--- src/rtl/fcg_pkg.sv ---
package fcg_pkg;
  localparam int FCG_DLY_W = 2;
  localparam int CTRL_W    = 6;

  // Control word: en is bit 0, nudge is bit 5.
  typedef struct packed {
    logic                 nudge;
    logic [FCG_DLY_W-1:0] delay;
    logic                 dc;
    logic                 kill;
    logic                 en;
  } fcg_ctrl_t;

  localparam logic ADDR_CTRL = 1'b0;
  localparam logic ADDR_DIV  = 1'b1;
endpackage

--- src/rtl/fcg_regs.sv ---
module fcg_regs
  import fcg_pkg::*;
#(
  parameter int INT_W  = 24,
  parameter int FRAC_W = 8
) (
  input  logic                    clk,
  input  logic                    rst,
  input  logic                    we,
  input  logic                    addr,
  input  logic [INT_W+FRAC_W-1:0] wdata,
  output fcg_ctrl_t               ctrl,
  output logic [INT_W-1:0]        div_int,
  output logic [FRAC_W-1:0]       div_frac
);
  localparam int W = INT_W + FRAC_W;

  logic wdata_unused;
  assign wdata_unused = ^wdata[W-1:CTRL_W];

  always_ff @(posedge clk) begin
    if (rst) begin
      ctrl     <= '0;
      div_int  <= INT_W'(1);
      div_frac <= '0;
    end else if (we) begin
      if (addr == ADDR_CTRL) ctrl <= fcg_ctrl_t'(wdata[CTRL_W-1:0]);
      else                   {div_int, div_frac} <= wdata;
    end
  end
endmodule

--- src/rtl/fcg_gate.sv ---
module fcg_gate #(
  parameter int DLY_W = 2
) (
  input  logic             clk,
  input  logic             rst,
  input  logic             en,
  input  logic             kill,
  input  logic [DLY_W-1:0] delay,
  input  logic             nudge,
  output logic             en_eff,
  output logic             nudge_evt
);
  localparam int NST = (1 << DLY_W) - 1;

  logic [NST-1:0] dly_q;
  logic [NST:0]   chain;
  logic           nudge_prev;

  always_ff @(posedge clk) begin
    if (rst || kill) begin
      dly_q <= '0;
    end else begin
      for (int i = NST - 1; i > 0; i--) dly_q[i] <= dly_q[i-1];
      dly_q[0] <= en;
    end
  end

  always_ff @(posedge clk) begin
    if (rst) nudge_prev <= 1'b0;
    else     nudge_prev <= nudge;
  end

  assign chain     = {dly_q, en};
  assign en_eff    = chain[delay];
  assign nudge_evt = nudge ^ nudge_prev;

  // with a one-cycle delay the effective enable follows the enable one cycle later
  a_r7_one_cycle_delay: assert property (@(posedge clk) disable iff (rst)
    (delay == DLY_W'(1) && !$past(kill) && !$past(rst)) |-> (en_eff == $past(en)));
endmodule

--- src/rtl/fcg_core.sv ---
module fcg_core #(
  parameter int INT_W    = 24,
  parameter int FRAC_W   = 8,
  parameter int ZERO_LOG = 16
) (
  input  logic              clk,
  input  logic              rst,
  input  logic              en_eff,
  input  logic              kill,
  input  logic              nudge_evt,
  input  logic              dc,
  input  logic [INT_W-1:0]  div_int,
  input  logic [FRAC_W-1:0] div_frac,
  output logic [1:0]        pair
);
  localparam int LEN_W = INT_W + 1;
  localparam int POS_W = LEN_W + 1;
  localparam logic [LEN_W-1:0] ZERO_LEN = LEN_W'(1) << ZERO_LOG;

  logic              active_q, active_n;
  logic              pend_q, pend_n;
  logic [LEN_W-1:0]  cnt_q, cnt_n;
  logic [LEN_W-1:0]  len_q, len_n;
  logic [LEN_W-1:0]  hs_q, hs_n;
  logic [FRAC_W-1:0] acc_q, acc_n;
  logic [1:0]        pair_q, pair_n;

  logic [LEN_W-1:0]  i_eff, new_len, new_hs;
  logic [FRAC_W:0]   sum;
  logic              at_end;

  function automatic logic [1:0] slot_pair(input logic [LEN_W-1:0] pos,
                                           input logic [LEN_W-1:0] hs);
    logic [POS_W-1:0] s0;
    s0 = {pos, 1'b0};
    return {(s0 < POS_W'(hs)), ((s0 + POS_W'(1)) < POS_W'(hs))};
  endfunction

  always_comb begin
    i_eff   = (div_int == '0) ? ZERO_LEN : LEN_W'(div_int);
    sum     = {1'b0, acc_q} + {1'b0, div_frac};
    new_len = i_eff + LEN_W'(sum[FRAC_W]);
    new_hs  = (new_len[0] && !dc && new_len != LEN_W'(1)) ? new_len - LEN_W'(1) : new_len;
    at_end  = !active_q || (cnt_q == len_q - LEN_W'(1));
  end

  always_comb begin
    active_n = active_q;
    pend_n   = pend_q;
    cnt_n    = cnt_q;
    len_n    = len_q;
    hs_n     = hs_q;
    acc_n    = acc_q;
    pair_n   = 2'b00;
    if (kill) begin
      active_n = 1'b0;
      pend_n   = 1'b0;
      cnt_n    = '0;
      acc_n    = '0;
    end else if (at_end) begin
      cnt_n = '0;
      if (en_eff && pend_q) begin
        active_n = 1'b0;
        pend_n   = nudge_evt;
      end else if (en_eff) begin
        active_n = 1'b1;
        pend_n   = nudge_evt;
        len_n    = new_len;
        hs_n     = new_hs;
        acc_n    = sum[FRAC_W-1:0];
        pair_n   = slot_pair('0, new_hs);
      end else begin
        active_n = 1'b0;
        pend_n   = pend_q | nudge_evt;
      end
    end else begin
      pend_n = pend_q | nudge_evt;
      cnt_n  = cnt_q + LEN_W'(1);
      pair_n = slot_pair(cnt_q + LEN_W'(1), hs_q);
    end
  end

  always_ff @(posedge clk) begin
    if (rst) begin
      active_q <= 1'b0;
      pend_q   <= 1'b0;
      cnt_q    <= '0;
      len_q    <= '0;
      hs_q     <= '0;
      acc_q    <= '0;
      pair_q   <= 2'b00;
    end else begin
      active_q <= active_n;
      pend_q   <= pend_n;
      cnt_q    <= cnt_n;
      len_q    <= len_n;
      hs_q     <= hs_n;
      acc_q    <= acc_n;
      pair_q   <= pair_n;
    end
  end

  assign pair = pair_q;

  a_r2_pos_in_range: assert property (@(posedge clk) disable iff (rst)
    active_q |-> (len_q != '0 && cnt_q < len_q));
  a_r3_period_starts_high: assert property (@(posedge clk) disable iff (rst)
    (active_q && cnt_q == '0) |-> pair_q[1]);
  a_r6_len_held: assert property (@(posedge clk) disable iff (rst)
    (active_q && cnt_q != '0) |-> $stable(len_q));
  a_r8_no_truncation: assert property (@(posedge clk) disable iff (rst)
    (active_q && cnt_q != len_q - LEN_W'(1) && !kill) |=> active_q);
  a_r9_stop_clears: assert property (@(posedge clk) disable iff (rst)
    kill |=> (!active_q && acc_q == '0 && pair_q == 2'b00));
  a_r11_idle_low: assert property (@(posedge clk) disable iff (rst)
    !active_q |-> pair_q == 2'b00);
endmodule

--- src/rtl/frac_clkgen.sv ---
module frac_clkgen
  import fcg_pkg::*;
#(
  parameter int INT_W    = 24,
  parameter int FRAC_W   = 8,
  parameter int ZERO_LOG = 16
) (
  input  logic                    clk,
  input  logic                    rst,
  input  logic                    cfg_we,
  input  logic                    cfg_addr,
  input  logic [INT_W+FRAC_W-1:0] cfg_wdata,
  output logic [1:0]              clk_pair
);
  fcg_ctrl_t         ctrl;
  logic [INT_W-1:0]  div_int;
  logic [FRAC_W-1:0] div_frac;
  logic              en_eff, nudge_evt;
  logic [1:0]        core_pair;

  fcg_regs #(.INT_W(INT_W), .FRAC_W(FRAC_W)) u_regs (
    .clk(clk), .rst(rst), .we(cfg_we), .addr(cfg_addr), .wdata(cfg_wdata),
    .ctrl(ctrl), .div_int(div_int), .div_frac(div_frac)
  );

  fcg_gate #(.DLY_W(FCG_DLY_W)) u_gate (
    .clk(clk), .rst(rst), .en(ctrl.en), .kill(ctrl.kill), .delay(ctrl.delay),
    .nudge(ctrl.nudge), .en_eff(en_eff), .nudge_evt(nudge_evt)
  );

  fcg_core #(.INT_W(INT_W), .FRAC_W(FRAC_W), .ZERO_LOG(ZERO_LOG)) u_core (
    .clk(clk), .rst(rst), .en_eff(en_eff), .kill(ctrl.kill), .nudge_evt(nudge_evt),
    .dc(ctrl.dc), .div_int(div_int), .div_frac(div_frac), .pair(core_pair)
  );

  // Stop overrides the registered pair at once.
  assign clk_pair = core_pair & {2{~ctrl.kill}};
endmodule

--- config.mk ---
export PLATFORM = sky130hd
export DESIGN_NAME = frac_clkgen
export DESIGN_NICKNAME = d
export VERILOG_FILES = /design/src/rtl/fcg_pkg.sv /design/src/rtl/fcg_regs.sv /design/src/rtl/fcg_gate.sv /design/src/rtl/fcg_core.sv /design/src/rtl/frac_clkgen.sv
export SDC_FILE = /design/constraint.sdc
export NUM_CORES = 1
export LEC_CHECK = 0
export BUFFER_PORTS_ARGS = -buffer_cell sky130_fd_sc_hd__buf_2
export CAP_MARGIN = 0
export CORE_MARGIN = 1
export CORE_UTILIZATION = 60
export CTS_CLUSTER_SIZE = 8
export DETAILED_ROUTE_END_ITERATION = 8
export PLACE_DENSITY = 0.76
export RECOVER_POWER = 25
export SYNTH_ARGS = -nofsm -noshare
export SYNTH_HDL_FRONTEND = slang
export SYNTH_HIERARCHICAL = 1
export SYNTH_SLANG_ARGS = --single-unit
--- constraint.sdc ---
create_clock -name clk -period 13.2 [get_ports clk]
set_clock_uncertainty 0.2 [all_clocks]
set_input_delay 1.32 -clock clk [delete_from_list [all_inputs] [get_ports clk]]
set_output_delay 1.32 -clock clk [all_outputs]
set_load 0.05 [all_outputs]
* After elaboration in Yosys (flattened, before gate mapping)
Index checks and enable logic that the tools add are counted.
Storage, ports and cells: register bits after elaboration 129, output and inout port bits 2, input bits 36
Operators by class: equality and inequality tests 2, reductions and logical operators 14, muxes and demuxes 12, bitwise gates (word level) 6, order comparisons 5, add/subtract/negate cells 6
Operators with widths (count):
- 26-bit by 25-bit < comparator with 1-bit output | 2
- 1-bit by 25-bit < comparator with 1-bit output (first input constant) | 2
- 25-bit by 1-bit subtractor with 25-bit output (second input constant) | 2
- 26-bit by 1-bit adder with 26-bit output (second input constant) | 1
- 25-bit by 1-bit adder with 25-bit output | 1
- 25-bit by 1-bit adder with 25-bit output (second input constant) | 1
- 25-bit == test | 1
- 25-bit two-way mux | 1
- 25-bit by 1-bit != test with 1-bit output (second input constant) | 1
- 24-bit logical NOT | 1
- 24-bit two-way mux | 1
- 8-bit by 8-bit adder with 9-bit output | 1
- 1-bit two-way mux | 6
- 2-bit two-way mux | 3
- 2-bit AND reduction | 2
- 4-bit AND reduction | 1
- 1-bit logical AND | 3
- 2-bit by 3-bit < comparator with 1-bit output (second input constant) | 1
- 1-bit inverter | 3
- 3-bit AND reduction | 1
- 3-bit OR reduction | 1
- 2-bit AND | 1
- 1-bit binary-select mux with 2-bit select | 1
- 1-bit logical NOT | 2
- 4 further kinds | 5

* Longest topological paths before layout
depth after elaboration 10, depth in mapped cells 23

* Cells and area by module
The synthesis kept the hierarchy.
Modules (own cells, without submodules):
- fcg_core | cells an instance 828, instances 1, area an instance 6598.8 µm²
- fcg_regs | cells an instance 167, instances 1, area an instance 1691.6 µm²
- fcg_gate | cells an instance 10, instances 1, area an instance 140.1 µm²
- frac_clkgen | cells an instance 2, instances 1, area an instance 12.5 µm²

* Worst setup path after synthesis
No wires, ideal clock.
kind register to register, start point register u_regs.div_frac[0], end point register u_core.hs_q[4], arrival time 4219 ps, required time 12881 ps, buffers on the path 1, setup slack 8662 ps, stages on the path, launching flop included 22, cell sequence dfxtp_1 -> ha_1 -> fa_1 -> a21oi_1 -> o21bai_1 -> a21oi_1 -> nor2_1 -> nor2_1 -> nor2b_1 -> o21ai_0 -> nand2b_1 -> ha_1 -> ha_1 -> clkbuf_1 -> nand4_1 -> nor4_1 -> o41ai_1 -> nand3_1 -> o21ai_2 -> mux2i_1 -> xnor2_1 -> o21ai_1
Between the ends: cells in the longest elaborated chain, start to end 5, elaborated cells on any way between the ends 7
Ends and longest elaborated chain:
- start, declared | line fcg_regs.sv:14 | output logic [FRAC_W-1:0] div_frac
- start signal, assigned | line fcg_regs.sv:28 | else {div_int, div_frac} <= wdata;
- 8-bit by 8-bit adder with 9-bit output * | line fcg_core.sv:41 | sum = {1'b0, acc_q} + {1'b0, div_frac};
- 25-bit by 1-bit adder with 25-bit output * | line fcg_core.sv:42 | new_len = i_eff + LEN_W'(sum[FRAC_W]);
- branches (longest 2 deep; another with 25-bit by 1-bit subtractor with 25-bit output)
- 25-bit two-way mux * | line fcg_core.sv:43 | new_hs = (new_len[0] && !dc && new_len != LEN_W'(1)) ? new_len - LEN_W'(1) : new_len;
- end signal, assigned | line fcg_core.sv:97 | hs_q <= hs_n;
- end, declared | line fcg_core.sv:24 | logic [LEN_W-1:0] hs_q, hs_n;
Every way passes the cells marked *. A chain may end at the register's enable or synchronous reset.

* Final worst setup path
start point input rst, end point register u_core.pair_q[1] (netlist: u_core/pair[1])
Between the ends: cells in the longest elaborated chain, start to end 1
Ends and longest elaborated chain:
- start, declared | line frac_clkgen.sv:9 | input logic rst,
- 2-bit OR reduction (no line)
- end signal, assigned | line fcg_core.sv:99 | pair_q <= pair_n;
- end, declared | line fcg_core.sv:26 | logic [1:0] pair_q, pair_n;
No other way between the ends.

==> results.md <==
- Outcome: finished, violations left
- Failing checks: max-capacitance violations, max-slew violations
- Final Hold Viols: 0
- Share of cells above drive strength 1: 0.09594
- Initial antenna violation count: 0
- Flop pwr share: 0.394
- Count of cell types in the netlist: 80
- # H-tree levels: 4
- Max Slew Vio Count: 92
- Share of async-settable or async-resettable flops after synthesis: 0
- DRT Pass-1 Iters: 5
- Syn. warnings: 6
- First-pass GRT wire length: 34020 µm
- RR Endpoint: u_core/hs_q[8]
- R2R cell count: 20
- RR Startpoint: u_regs/div_frac[0]
- Max rail drop VDD: 0.00009543 V
- Critical path launch point type: input port
- Gpl congestion: 0.9819
- Slew margin rel.: -1.396
- Register area share after synthesis: 0.3059
- Post-synth EDFFs: 0
- Synthesized area per cell: 8.384 µm²
- Final setup viols: 0
- Critical Path Source: rst
- #FFs+latches synth: 129
- Top-level I/O count: 38
- Kind of critical path: input port to register
- TNS Setup: 0 ns
- Clock power share: 0.458
- PD cells: 117.8 nW/µm²
- Total nets after synthesis: 1083
- Fillcell total: 1145
- Routed wire length: 20480 µm
- Total net switching power: 0.2907 mW
- Final Cycle Share: 0.3968
- Die ar.: 14550 µm²
- Vias in the first global route: 6930
- Clock root buffer: clkbuf_16
- CP max FO: 91
- R2r setup slk: 8.01 ns
- PortBufs: 37
- Top_reg_cell synth: dfxtp_1
- P&R area growth vs syn: 7.573%
- Clock sinks: 129
- HPWL Detailed: 14500 µm
- Cell count after synthesis: 1007
- Initial core utilization: 0.6252
- CTS Buf Count: 17
- Final Instance Area: 9082 µm²
- CP endpoint: u_core/pair[1]
- FMAX: 190.9 MHz
- Count of max-cap constraint violations: 1
- Largest net degree at the start of global routing: 92
- CTS tree: built
- CTS max path bufs: 2
- Cell Int Power: 0.7789 mW
- Clock input transition at the sequential cells of the worst setup and hold paths: 0.06 ns
- Post-CTS Setup Bufs: 0
- Final-stage net count: 1074
- Combinational Power Share: 0.148
- Vias after detailed routing: 7207
- Least-Margin Pin Slew: 3.594 ns
- DR iter-0 viols: 412
- Routed len/inst: 17.25 µm
- Lkg Pwr: 3.569 nW
- ANT nets after route: 0
- Critical Path AT: 5.35 ns
- Cts hold-fix bufs: 0
- Die H: 120.6 µm
- Die Width: 120.6 µm
- Hold Crit Class: register to register
- ANT cells: 0
- Syn Std Cell Area: 8443 µm²
- Vias per cell: 6.072
- Cell Area, Placed: 8471 µm²
- Total core area: 13510 µm²
- Cell Rows: 42
- Switching Share: 0.2718
- Grt total ovfl: 0
- CP endpoint kind: register
- Final critical-path required period: 5.237 ns
- GRT Total Usage: 0.2979
- RSZ-0062 raised after global routing: false
- WP data required: 13.31 ns
- Clk_lat worst skew: 0.42 ns
- Residual DRC: 0
- # resized after CTS: 0
==> worst min path at each step <==
| stage | from | end | slack, ns | depth (start not counted) |
|---|---|---|---|---|
| after global placement | u_core/hs_q[24] | u_core/hs_q[24] | 0.24 | 2 |
| after detailed placement | u_core/hs_q[24] | u_core/hs_q[24] | 0.25 | 2 |
| after global routing | u_core/hs_q[22] | u_core/hs_q[22] | 0.28 | 2 |
| after CTS | u_core/hs_q[10] | u_core/hs_q[10] | 0.26 | 2 |
| after floorplan | u_core/hs_q[10] | u_core/hs_q[10] | 0.23 | 2 |
| final | u_core/hs_q[22] | u_core/hs_q[22] | 0.26 | 2 |
==> cells in the final DEF (no fill, tap or decap), drive strengths merged, types with 10 or more instances in the layout <==
| cell type | Yosys | routed |
|---|---|---|
| dfxtp | 129 | 129 |
| a21oi | 74 | 74 |
| nor2 | 66 | 66 |
| nand2 | 61 | 61 |
| nand3 | 60 | 60 |
| xnor2 | 59 | 59 |
| inv | 42 | 43 |
| ha | 39 | 39 |
| buf | 36 | 38 |
| xor2 | 32 | 32 |
| nand4 | 32 | 32 |
| nor2b | 31 | 31 |
| nor3 | 31 | 31 |
| mux2i | 27 | 27 |
| a21bo | 25 | 25 |
| o21ai | 25 | 25 |
| nand2b | 23 | 23 |
| clkbuf | 31 | 22 |
| nor4 | 19 | 19 |
| a21boi | 12 | 12 |
| o21a | 11 | 11 |
| a211oi | 11 | 11 |
| and4 | 10 | 10 |
| and3 | 10 | 10 |
| a21o | 10 | 10 |
| or4 | 10 | 10 |
==> per-stage QoR <==
step	setup slack, ns	instances	hold slack [ns]	power (mW)	utilization
floorplan	8.662	1007	0.2319	0.5528	-
detailed placement	8.081	1155	0.2476	0.5837	0.6272
finish	7.963	1187	0.2576	1.070	0.6725
global placement	8.202	1155	0.2405	0.5820	0.6272
global route	7.504	1187	0.2768	1.111	0.6725
CTS	8.042	1187	0.2554	1.073	0.6728
==> sequential cells by signal (all words and copies together), names as in the netlist <==
name	count
u_core/active_q	1
u_regs/div_frac	8
u_core/pair	2
u_core/hs_q	25
u_core/cnt_q	25
u_core/acc_q	8
u_gate/dly_q	3
u_core/pend_q	1
u_core/len_q	25
u_regs/ctrl	6
u_gate/nudge_prev	1
u_regs/div_int	24
==> worst max-delay path, cell delays in order <==
cell      delay (ns)
buf_2           0.07
clkbuf_1        2.50
or2_2           0.59
or2_2           0.56
nand3b_1        0.22
o21ai_1         0.07
==> power by group through the flow <==
stage,Sequential (mW),Combinational (mW),Clock (mW)
detailed placement,0.429,0.154,0
global route,0.424,0.174,0.514
finish,0.421,0.158,0.490
floorplan,0.419,0.134,0
global placement,0.429,0.153,0
CTS,0.421,0.156,0.496
==> cells in the mapped netlist, types with 3 or more instances <==
cell | instances | area [µm²]
a211oi_2 | 3 | 37.54
nor3_1 | 27 | 135.1
o31a_1 | 3 | 26.28
dfxtp_1 | 129 | 2582
a211oi_1 | 8 | 60.06
o22ai_1 | 3 | 18.77
nor2_1 | 65 | 244.0
nor3b_1 | 7 | 52.55
a21boi_0 | 3 | 22.52
buf_6 | 13 | 146.4
and4_1 | 10 | 87.58
or4_1 | 9 | 67.56
o31ai_1 | 5 | 37.54
o211ai_1 | 7 | 52.55
a21boi_1 | 9 | 67.56
a21bo_1 | 24 | 240.2
nand3b_1 | 5 | 37.54
or2_2 | 4 | 25.02
or3_1 | 8 | 50.05
o21ai_1 | 5 | 25.02
buf_4 | 3 | 22.52
clkbuf_1 | 31 | 116.4
nor2b_1 | 31 | 193.9
xnor2_1 | 59 | 516.8
and3_1 | 10 | 62.56
nor3_2 | 4 | 40.04
buf_2 | 17 | 85.08
mux2i_1 | 27 | 270.3
xor2_1 | 32 | 280.3
nand3_1 | 60 | 300.3
nand2_1 | 61 | 229.0
nor4_1 | 18 | 112.6
nand4_1 | 31 | 193.9
a211o_1 | 3 | 26.28
a21o_1 | 10 | 75.07
o21bai_1 | 4 | 30.03
a31oi_1 | 4 | 25.02
a21oi_1 | 74 | 370.4
inv_1 | 42 | 157.7
o21ai_0 | 19 | 95.09
nand2b_1 | 22 | 137.6
o21a_1 | 11 | 82.58
ha_1 | 39 | 488.0
and2_1 | 8 | 50.05
==> per-layer routing <==
layer / track usage / share of wire
met5: 0 / 0
met4: 0.1258 / 0.026
met3: 0.04481 / 0.038
met2: 0.4968 / 0.47
met1: 0.3822 / 0.46
==> layout make-up <==
cell class                      instances  area [µm²]  area share
Tap cell                              176       220.2     0.02425
Clock inverter                         11       155.1     0.01708
Sequential cell                       129        2582      0.2843
Clock buffer                           21       460.4     0.05070
Inverter                               42       157.7     0.01736
Timing Repair Buffer                   39       196.4     0.02163
Multi-Input combinational cell        769        5310      0.5847
==> logic make-up after synthesis <==
logic type | Yosys count | share of synthesized area
AND/OR/NAND/NOR | 393 | 0.2573
multiplexers | 30 | 0.03734
AO/OA/AOI/OAI | 215 | 0.1798
flip-flops | 129 | 0.3059
XOR/XNOR | 91 | 0.09440
buffers and inverters | 109 | 0.06520
adder cells (fa/ha/maj) | 40 | 0.06017
(Power assumes the default switching activity.)
